$ cat config.mk
export PLATFORM = sky130hd
export DESIGN_NAME = bus_handoff_ctrl
export DESIGN_NICKNAME = d
export VERILOG_FILES = /design/src/rtl/bho_pkg.sv /design/src/rtl/bho_req_sync.sv /design/src/rtl/bho_fsm.sv /design/src/rtl/bho_fall_stage.sv /design/src/rtl/bho_out_stage.sv /design/src/rtl/bus_handoff_ctrl.sv
export SDC_FILE = /design/constraint.sdc
export NUM_CORES = 1
export LEC_CHECK = 0
export ABC_AREA = 1
export BUFFER_PORTS_ARGS = -buffer_cell sky130_fd_sc_hd__buf_2
export CAP_MARGIN = 20
export CORE_AREA = 5 5 42 44
export DETAILED_ROUTE_END_ITERATION = 8
export DIE_AREA = 0 0 47 49
export SKIP_LAST_GASP = 1
export SYNTH_ARGS = -nofsm -noshare
export SYNTH_HDL_FRONTEND = slang
export SYNTH_SLANG_ARGS = --single-unit
$ cat constraint.sdc
create_clock -name clk -period 1.44 [get_ports clk]
set_input_delay 0.288 -clock clk [delete_from_list [all_inputs] [get_ports clk]]
set_output_delay 0.288 -clock clk [all_outputs]
set_load 0.02 [all_outputs]
$ cat src/rtl/bho_pkg.sv
package bho_pkg;

    typedef enum logic [5:0] {
        ST_OWNED     = 6'b000001,
        ST_RELEASING = 6'b000010,
        ST_RELEASED  = 6'b000100,
        ST_PRECHARGE = 6'b001000,
        ST_REENABLE  = 6'b010000,
        ST_RESUME    = 6'b100000
    } hand_state_e;

    typedef struct packed {
        logic ack_n;
        logic addr_en;
        logic ctl_en;
        logic strobe_hi;
        logic resume;
    } drive_t;

    localparam hand_state_e RESET_STATE = ST_PRECHARGE;

    function automatic drive_t decode_drive(hand_state_e s);
        drive_t d;
        d = '{ack_n: 1'b1, addr_en: 1'b0, ctl_en: 1'b0, strobe_hi: 1'b0, resume: 1'b0};
        case (s)
            ST_OWNED:    begin d.addr_en = 1'b1; d.ctl_en = 1'b1; end
            ST_RELEASED: d.ack_n = 1'b0;
            ST_REENABLE: begin d.ctl_en = 1'b1; d.strobe_hi = 1'b1; end
            ST_RESUME:   begin d.addr_en = 1'b1; d.ctl_en = 1'b1; d.resume = 1'b1; end
            default:     ;
        endcase
        return d;
    endfunction

    function automatic logic owns_bus(hand_state_e s);
        return s == ST_OWNED;
    endfunction

endpackage

$ cat src/rtl/bho_req_sync.sv
module bho_req_sync #(
    parameter int STAGES = 2
) (
    input  logic clk,
    input  logic rst,
    input  logic req_n,
    output logic req_act
);
    localparam int LAST = STAGES - 1;

    logic [STAGES-1:0] chain;

    generate
        if (STAGES == 1) begin : g_single
            always_ff @(negedge clk) begin
                if (rst) chain <= 1'b1;
                else     chain <= req_n;
            end
        end else begin : g_multi
            always_ff @(negedge clk) begin
                if (rst) chain <= '1;
                else     chain <= {chain[LAST-1:0], req_n};
            end
        end
    endgenerate

    assign req_act = ~chain[LAST];
endmodule

$ cat src/rtl/bho_fsm.sv
module bho_fsm
    import bho_pkg::*;
(
    input  logic        clk,
    input  logic        rst,
    input  logic        req_act,
    input  logic        standby,
    input  logic        cycle_busy,
    output hand_state_e state
);
    hand_state_e nxt;

    always_comb begin
        nxt = state;
        case (state)
            ST_OWNED:     if (req_act && !standby && !cycle_busy) nxt = ST_RELEASING;
            ST_RELEASING: nxt = ST_RELEASED;
            ST_RELEASED:  if (!req_act) nxt = ST_PRECHARGE;
            ST_PRECHARGE: nxt = ST_REENABLE;
            ST_REENABLE:  nxt = ST_RESUME;
            ST_RESUME:    nxt = ST_OWNED;
            default:      nxt = RESET_STATE;
        endcase
    end

    always_ff @(posedge clk) begin
        if (rst) state <= RESET_STATE;
        else     state <= nxt;
    end
endmodule

$ cat src/rtl/bho_fall_stage.sv
module bho_fall_stage
    import bho_pkg::*;
(
    input  logic        clk,
    input  logic        rst,
    input  hand_state_e state,
    output logic        ext_en
);
    always_ff @(negedge clk) begin
        if (rst)                        ext_en <= 1'b0;
        else if (state == ST_RELEASING) ext_en <= 1'b1;
        else if (state == ST_REENABLE)  ext_en <= 1'b0;
    end
endmodule

$ cat src/rtl/bho_out_stage.sv
module bho_out_stage
    import bho_pkg::*;
(
    input  hand_state_e state,
    input  logic        standby,
    input  logic        sleep_req,
    input  logic        mreset_req,
    output logic        ack_n,
    output logic        ack_oe,
    output logic        addr_en,
    output logic        ctl_en,
    output logic        strobe_hi,
    output logic        resume,
    output logic        sleep_go,
    output logic        mreset_go
);
    drive_t drv;
    logic   owned;

    always_comb begin
        drv       = decode_drive(state);
        owned     = owns_bus(state);
        ack_n     = drv.ack_n;
        addr_en   = drv.addr_en;
        ctl_en    = drv.ctl_en;
        strobe_hi = drv.strobe_hi;
        resume    = drv.resume;
        ack_oe    = ~standby;
        sleep_go  = sleep_req & owned;
        mreset_go = mreset_req & owned;
    end
endmodule

$ cat src/rtl/bus_handoff_ctrl.sv
module bus_handoff_ctrl
    import bho_pkg::*;
#(
    parameter int SYNC_STAGES = 2
) (
    input  logic clk,
    input  logic rst,
    input  logic req_n,
    input  logic standby,
    input  logic cycle_busy,
    input  logic sleep_req,
    input  logic mreset_req,
    output logic ack_n,
    output logic ack_oe,
    output logic addr_en,
    output logic ctl_en,
    output logic strobe_hi,
    output logic ext_en,
    output logic resume,
    output logic sleep_go,
    output logic mreset_go
);
    logic        req_act;
    hand_state_e state;

    bho_req_sync #(.STAGES(SYNC_STAGES)) u_sync (
        .clk     (clk),
        .rst     (rst),
        .req_n   (req_n),
        .req_act (req_act)
    );

    bho_fsm u_fsm (
        .clk        (clk),
        .rst        (rst),
        .req_act    (req_act),
        .standby    (standby),
        .cycle_busy (cycle_busy),
        .state      (state)
    );

    bho_fall_stage u_fall (
        .clk    (clk),
        .rst    (rst),
        .state  (state),
        .ext_en (ext_en)
    );

    bho_out_stage u_out (
        .state      (state),
        .standby    (standby),
        .sleep_req  (sleep_req),
        .mreset_req (mreset_req),
        .ack_n      (ack_n),
        .ack_oe     (ack_oe),
        .addr_en    (addr_en),
        .ctl_en     (ctl_en),
        .strobe_hi  (strobe_hi),
        .resume     (resume),
        .sleep_go   (sleep_go),
        .mreset_go  (mreset_go)
    );
endmodule

==> After elaboration in Yosys (flattened, before gate mapping) <==
Index checks and enable logic that the tools add are counted.
{ "totals": {"in_bits": 7, "rom_bits": 0, "mem_count": 0, "latch_bits": 0, "ram_bits": 0, "ff_bits": 9, "wordCells": 33} }
{ "classes": {"reduce_logical": 8, "n_shift": 0, "multipliers": 0, "eq_ne": 8, "n_lt_le_gt_ge": 0, "bitwise_logic": 4, "addsub": 0, "div_mod_pow": 0, "n_mux": 10} }
{ "ops": {"columns": ["operator", "count"], "rows": [
  ["$pmux 6 s6", 1],
  ["$mux 6", 2],
  ["$mux 1", 7],
  ["$eq 6x1->1 const B", 1],
  ["$eq 6x2->1 const B", 1],
  ["$eq 6x3->1 const B", 1],
  ["$eq 6x4->1 const B", 1],
  ["$eq 6x5->1 const B", 1],
  ["$eq 6x6->1 const B", 1],
  ["$ne 2x2->1 const B", 2],
  ["$reduce_or 3->1", 1],
  ["$and 1x1->1", 2],
  ["$logic_and 1x1->1", 2],
  ["$logic_not 1->1", 2],
  ["$not 1->1", 2],
  ["$reduce_and 2->1", 1],
  ["$reduce_bool 2->1", 1],
  ["$reduce_or 2->1", 1]
]} }

==> Longest topological paths before layout <==
Gate-level depths: netlist (run 1).
{ "logic_depth": {"ltp_word": 5, "mapped_depth": 8} }

==> Cells and area by module <==
From an unflattened synthesis (run 1), not the netlist that was laid out.
{ "unflattened": {"hier_cells": 92, "area_unflattened_um2": 578.1} }
{ "by_module_without_submodules": {"columns": ["module", "area_per_inst_um2", "cells_per_inst", "n_inst"], "rows": [
  ["bho_fsm", 322.8, 47, 1],
  ["bho_out_stage", 101.3, 23, 1],
  ["bho_fall_stage", 87.6, 13, 1],
  ["bho_req_sync", 66.3, 9, 1]
]} }

==> results of run 1 <==
-- area by class of cell --
| cell class | count | area share, % |
|---|---|---|
| inverter | 16 | 6.72 |
| tap | 16 | 2.15 |
| multi-input combinational | 40 | 32.3 |
| timing repair buffer | 39 | 34.4 |
| clock buffer | 4 | 2.82 |
| sequential | 9 | 20.4 |
| clock inverter | 3 | 1.21 |
-- layer usage --
layer | global-route usage, % | vias to the layer above | part of all wire [%]
li1 | - | 291 | -
met1 | 16.8 | 244 | 39
met2 | 24.0 | 17 | 53
met5 | 0 | - | 0
met4 | 8.29 | 0 | 3.5
met3 | 4.06 | 7 | 4.9
-- power breakdown --
group	internal [W]	switching [W]	total, W
Sequential	0.000267	0.0000143	0.000281
Combinational	0.0000973	0.000102	0.000199
Clock	0.000118	0.000109	0.000227
Total	0.000482	0.000225	0.000708
-- cells in the final DEF, fill, tap and decap left out --
cell type  count
a21oi_1        1
a21oi_2        2
buf_2          7
buf_4         20
buf_6         12
clkbuf_1       1
clkbuf_4       3
dfxtp_1        1
dfxtp_2        8
inv_1         14
inv_2          4
inv_4          1
nand2_1        8
nand2_2        2
nand3_2        3
nand3_4        3
nand4_1        1
nand4_4        1
nor2_1         9
nor2_2         1
nor2_4         4
nor3_1         1
nor3_4         1
nor4_1         1
or2_2          2
-- sequential cells by signal, indices dropped and copies added (netlist names) --
| signal | cells |
|---|---|
| u_fsm.state | 6 |
| u_sync.chain | 2 |
| u_fall.ext_en | 1 |
-- path summary, 6_finish.rpt --
kind	start	slack, ns	cells after the start	to
min	rst	0.31	3	u_fsm.state[4]
min reg2reg	u_sync.chain[0]	0.42	1	u_sync.chain[1]
max	u_fall.ext_en	-0.34	1	ext_en
max reg2reg	u_sync.chain[1]	-0.19	7	u_fsm.state[3]
-- metrics by stage --
stage / util (%) / TNS [ns] / total power, W / instances / hold slack (ns)
after detailed placement: 48.3 / -0.570 / 0.000456 / 110 / 0.404
after floorplan: - / -0.249 / 0.000384 / 66 / 0.357
final: 66.4 / -1.79 / 0.000708 / 127 / 0.308
after CTS: 63.4 / -1.65 / 0.000704 / 124 / 0.302
after global routing: 66.4 / -2.57 / 0.000752 / 127 / 0.316
after global placement: 48.3 / -0.517 / 0.000455 / 110 / 0.407
-- cells by family (layout without fill, tap and decap cells) --
kind of cell           after synthesis  count (layout)
DFF                                  9               9
AOI/OAI and AO/OA                    3               3
buffers and inverters               17              62
and+or+nand+nor                     37              37
-- repair_timing --
| item | in CTS | in global routing |
|---|---|---|
| setup buffers | 8 | 3 |
| pin swaps | 11 | 4 |
| endpoints found under the setup margin | 13 | 13 |
| endpoints found under the hold margin | 0 | 0 |
| hold buffers | 0 | 0 |
| resized for setup | 38 | 6 |
==> results.md, run 1 <==
- Post-Place Cell Area: 677 sq um
- Fin area: 931 sq um
- YS warnings: 0
- CP Launch Type: flip-flop
- Post-synthesis compound-gate area fraction: around 3.1%
- Simple-Gate Fraction of Synth Area: 46.5%
- Die H: 49 microns
- Endpoint class of the critical path: primary output
- Antenna violations before repair: 0
- Worst path bufs/invs: 1
- Clock Latency Late Sink: ~0.32 ns
- Core area: 1400 sq um
- Routed wire length: 1.43 mm
- Area leader, netlist: dfxtp_1
- Antenna Nets Post-Route: 0
- Initial Util: 34.6%
- Adder-Cell Fraction of Synth Area: 0%
- Buffers on Ports: 15
- CTS Sinks: 9
- Synth top cells by count: inv_1, nand2_1, dfxtp_1, nor2_1, nand3_2
- Largest net degree at the start of global routing: 6
- Clk slew on worst S/H paths: approximately 0.060 ns
- Final setup violation count: 13
- Critical-path cell list: buf_6
- Final worst slack: -0.338 ns
- Leak: 0.484 nW
- Initial DRC Count: 16
- Crit path kind: flip-flop to primary output
- GRT Util Overall: 14.9%
- Outcome: complete, but fails checks
- Number of global-route vias before repair: 565
- Register area: approximately 190 sq um
- IO Pins: 16
- Crit path largest cell delay: 0.33 ns
- Worst EP arrival: 1.49 ns
- Final Hold Fails: 0
- Area share of the largest cell type after synthesis: 37.2%
- CTS buffer count: 3
- H-tree depth: 1
- Register bit total from synthesis: 9
- Failing checks: setup timing
- Vias/cell: 4.40
- Avg Cell Area, Syn: 7.34 sq um
- Multi-input gate area: 300 sq um
- Largest family of logic cells by synthesized area: simple AND/OR/NAND/NOR gates
- Maximum vdd drop: 0.511 mV
- Die W: approximately 47 microns
- Place WS: -0.184 ns
- First-pass iteration count of the detailed router: 4
- Slowest cell on the critical path: dfxtp_2
- Ys async rst share: 0%
- Synth area leaders: dfxtp_1, inv_1, nand3_2
- RePlAce Congestion: approximately 0.9
- Vias: around 560
- Synthesized cell area: ~480 sq um
- Crit path max-delay family: flip-flops
- RSZ-0062 raised after global routing: true
- Xor-xnor portion of the synthesized cell area: 0%
- Max clock buf depth: 2
- Total grt overflow: 0
- CTS tree: yes
- Max_slew headroom: between 80% and 90%
- Tightest Pin Transition: 0.202 ns
- Critical-path maximum fanout: 2
- Layout cell share with drive strength beyond 1: 66.7%
- Mapped Cells: between 60 and 70
- Mux cell area share after synthesis: 0%
- Min-delay worst type: input port to flip-flop
- Post-route clock skew: approximately 0.059 ns
- Max-Cap Viols: 0
- Sequential fraction of the synthesis area: 37.2%
- Area grow syn2layout: 92.2%
- CTS Root Cell: clkbuf_4
- Pwr/cell area: 760 nW/um^2
- Most common cell in the netlist: inv_1
- First-pass GRT wire length: 2.42 mm
- Yosys cell types: 16
- Core Rows: 14
- DIE AREA: approximately 2300 sq um
- Routed WL per cell: roughly 11 microns
- Max Slew Vio Count: 0
- Fillcell total: 120
- EDFF count, synth: 0
- Worst Path Required: between 1 and 1.5 ns
- Post-DP HPWL: 941 microns
- Net count, final: 119
- DRC errors left: 0
- ANT cells: 0
- Synth Net Count: 73
- Top_reg_cell synth: dfxtp_1
Note: power is estimated with default switching activity, not from simulation.
==> run 2: changes to the inputs <==
Settings changed: PLACE_DENSITY from default to 0.7.
==> results.md, run 2 (synthesized netlist as in run 1, its figures left out) <==
- Outcome: complete, but fails checks
- Failing checks: setup timing
- Hold-fix buffers at CTS: 0 (unchanged)
- Sum of negative setup slack: -1.72 ns (+0.0678 ns)
- RePlAce Congestion: 0.872 (-0.73%)
- Crit path kind: flip-flop to primary output
- Final setup violation count: 13 (unchanged)
- Layout cell share with drive strength beyond 1: 67.6% (+0.95 points)
- Worst R2R Setup Slack: -0.20 ns (about the same)
- Clk slew on worst S/H paths: 0.07 ns (about the same)
- Net count, final: 113 (-5.0%)
- CP Launch Type: flip-flop
- Initial DRC Count: 10 (-6)
- Final worst slack: -0.333 ns (+0.00444 ns)
- Routed WL per cell: 13.3 microns (+18%)
- Largest registers: u_fsm.state (6), u_sync.chain (2), u_fall.ext_en (1)
- Min-delay worst type: input port to flip-flop
- CTS buffer count: 3 (unchanged)
- Critical-path maximum fanout: 2 (unchanged)
- Largest net degree at the start of global routing: 7 (+1)
- Stages on worst setup path: 1 (unchanged)
- Buffers on Ports: 15 (unchanged)
- Post-DP HPWL: 930 microns (-1.2%)
- Critical Path End: ext_en
- ANT cells: 0 (unchanged)
- Max clock buf depth: 2 (unchanged)
- Commonest non-fill, non-tap cell in the layout: buf_6
- Routed wire length: 1.61 mm (+13%)
- Pwr/cell area: 971 nW/um^2 (+28%)
- Die W: 47 microns (unchanged)
- Maximum vdd drop: 0.884 mV (+73%)
- Number of global-route vias before repair: 559 (-1.1%)
- Area grow syn2layout: 94.8%
- GRT Util Overall: 14.8% (-0.11 points)
- Core area: 1400 sq um (unchanged)
- Slowest cell on the critical path: dfxtp_2
- First-pass iteration count of the detailed router: 4 (unchanged)
- Worst EP arrival: 1.49 ns (about the same)
- Reg2Reg Depth: 7 (unchanged)
- Fin util: 67.3% (+0.89 points)
- Leak: 0.467 nW (-3.4%)
- Max reg flops: 6 (unchanged)
- Vias: 557 (-0.36%)
- CTS Root Cell: clkbuf_4
- RSZ-0062 raised after global routing: true
- Final Hold Fails: 0 (unchanged)
- Post-route clock skew: 0.0589 ns (+0.0000104 ns)
- DRC errors left: 0 (unchanged)
- Fillcell total: 110 (-8.3%)
- Max_slew headroom: 85.5% (-0.95 points)
- Tightest Pin Transition: 0.216 ns (+0.0142 ns)
- Critical Path Source: u_fall.ext_en
- Largest reg by FF count: u_fsm.state
- Max Slew Vio Count: 0 (unchanged)
- Crit path largest cell delay: 0.32 ns (about the same)
- Worst Path Required: 1.15 ns (about the same)
- Initial Util: 34.6% (unchanged)
- Core Rows: 14 (unchanged)
- Crit path max-delay family: flip-flops
- Vias/cell: 4.60 (+4.6%)
- Final hold slack: 0.328 ns (+0.0201 ns)
- IO Pins: 16 (unchanged)
- Post-Place Cell Area: 662 sq um (-2.2%)
- Max-Cap Viols: 0 (unchanged)
- Fin area: 943 sq um (+1.3%)
- Clock Latency Late Sink: 0.33 ns (about the same)
- Antenna Nets Post-Route: 0 (unchanged)
- H-tree depth: 1 (unchanged)
- Most frequent cells in the layout: buf_6, inv_1, buf_4
- Crit Reg-Reg Endpoint: u_fsm.state[3]
- CTS tree: yes
- Total grt overflow: 0 (unchanged)
- PnR Total Power: 0.000916 W (+29%)
- WHS Path Cells: 3 (unchanged)
- Antenna violations before repair: 0 (unchanged)
- Critical-path cell list: buf_6
- Worst path bufs/invs: 1 (unchanged)
- First-pass GRT wire length: 2.43 mm (+0.54%)
- CTS Sinks: 9 (unchanged)
- Endpoint class of the critical path: primary output
- R2R Path Start: u_sync.chain[1]
- DIE AREA: 2300 sq um (unchanged)
- Die H: 49 microns (unchanged)
==> run 2: how the worst min path moves through the flow <==
stage	startpoint	slack (ns)	endpoint
3_5_place_dp	u_sync.chain[0]	0.41	u_sync.chain[1]
4_1_cts	rst	0.32	u_fsm.state[2]
5_1_grt	rst	0.35	u_fsm.state[0]
6_report	rst	0.33	u_fsm.state[0]
2_1_floorplan	rst	0.36	u_fsm.state[0]
3_3_place_gp	u_sync.chain[0]	0.40	u_sync.chain[1]
==> run 2: repair_timing <==
| item | 4_1_cts | 5_1_grt |
|---|---|---|
| gates resized for setup | 44 | 8 |
| buffers inserted | 5 | 2 |
| cloned | 0 | 0 |
| endpoints found under the setup margin | 13 | 13 |
| pin swaps | 10 | 3 |
==> run 2: area by class of cell <==
cell class	count	area, sq um	area share (%)
multi-input combinational	40	317	33.6
timing repair buffer	33	290	30.8
sequential	9	193	20.4
inverter	16	60.1	6.37
clock inverter	4	41.3	4.38
clock buffer	3	22.5	2.39
tap	16	20.0	2.12
==> run 2: where the power goes <==
part           internal (W)  leakage (nW)  switching [W]
sequential         0.000265        0.0761      0.0000169
combinational      0.000101         0.347       0.000113
clock              0.000293        0.0439       0.000128
==> run 2: stage by stage <==
stage	setup slack [ns]	instances
finish	-0.333	121
CTS	-0.336	119
floorplan	-0.207	66
detailed placement	-0.169	108
global placement	-0.157	108
global route	-0.350	121
==> run 2: metal layers <==
metal  track usage [%]  vias to the layer above  wire (microns)
met3              1.48                        5              56
met1              16.7                      256             592
met2              24.7                       17             912
met4              9.68                        0              46
met5                 0                        -               0
li1                  -                      279               -
==> run 2: worst min-delay path: stages <==
cell	delay [ns]
buf_2	0.10
buf_4	0.15
a21oi_2	0.03
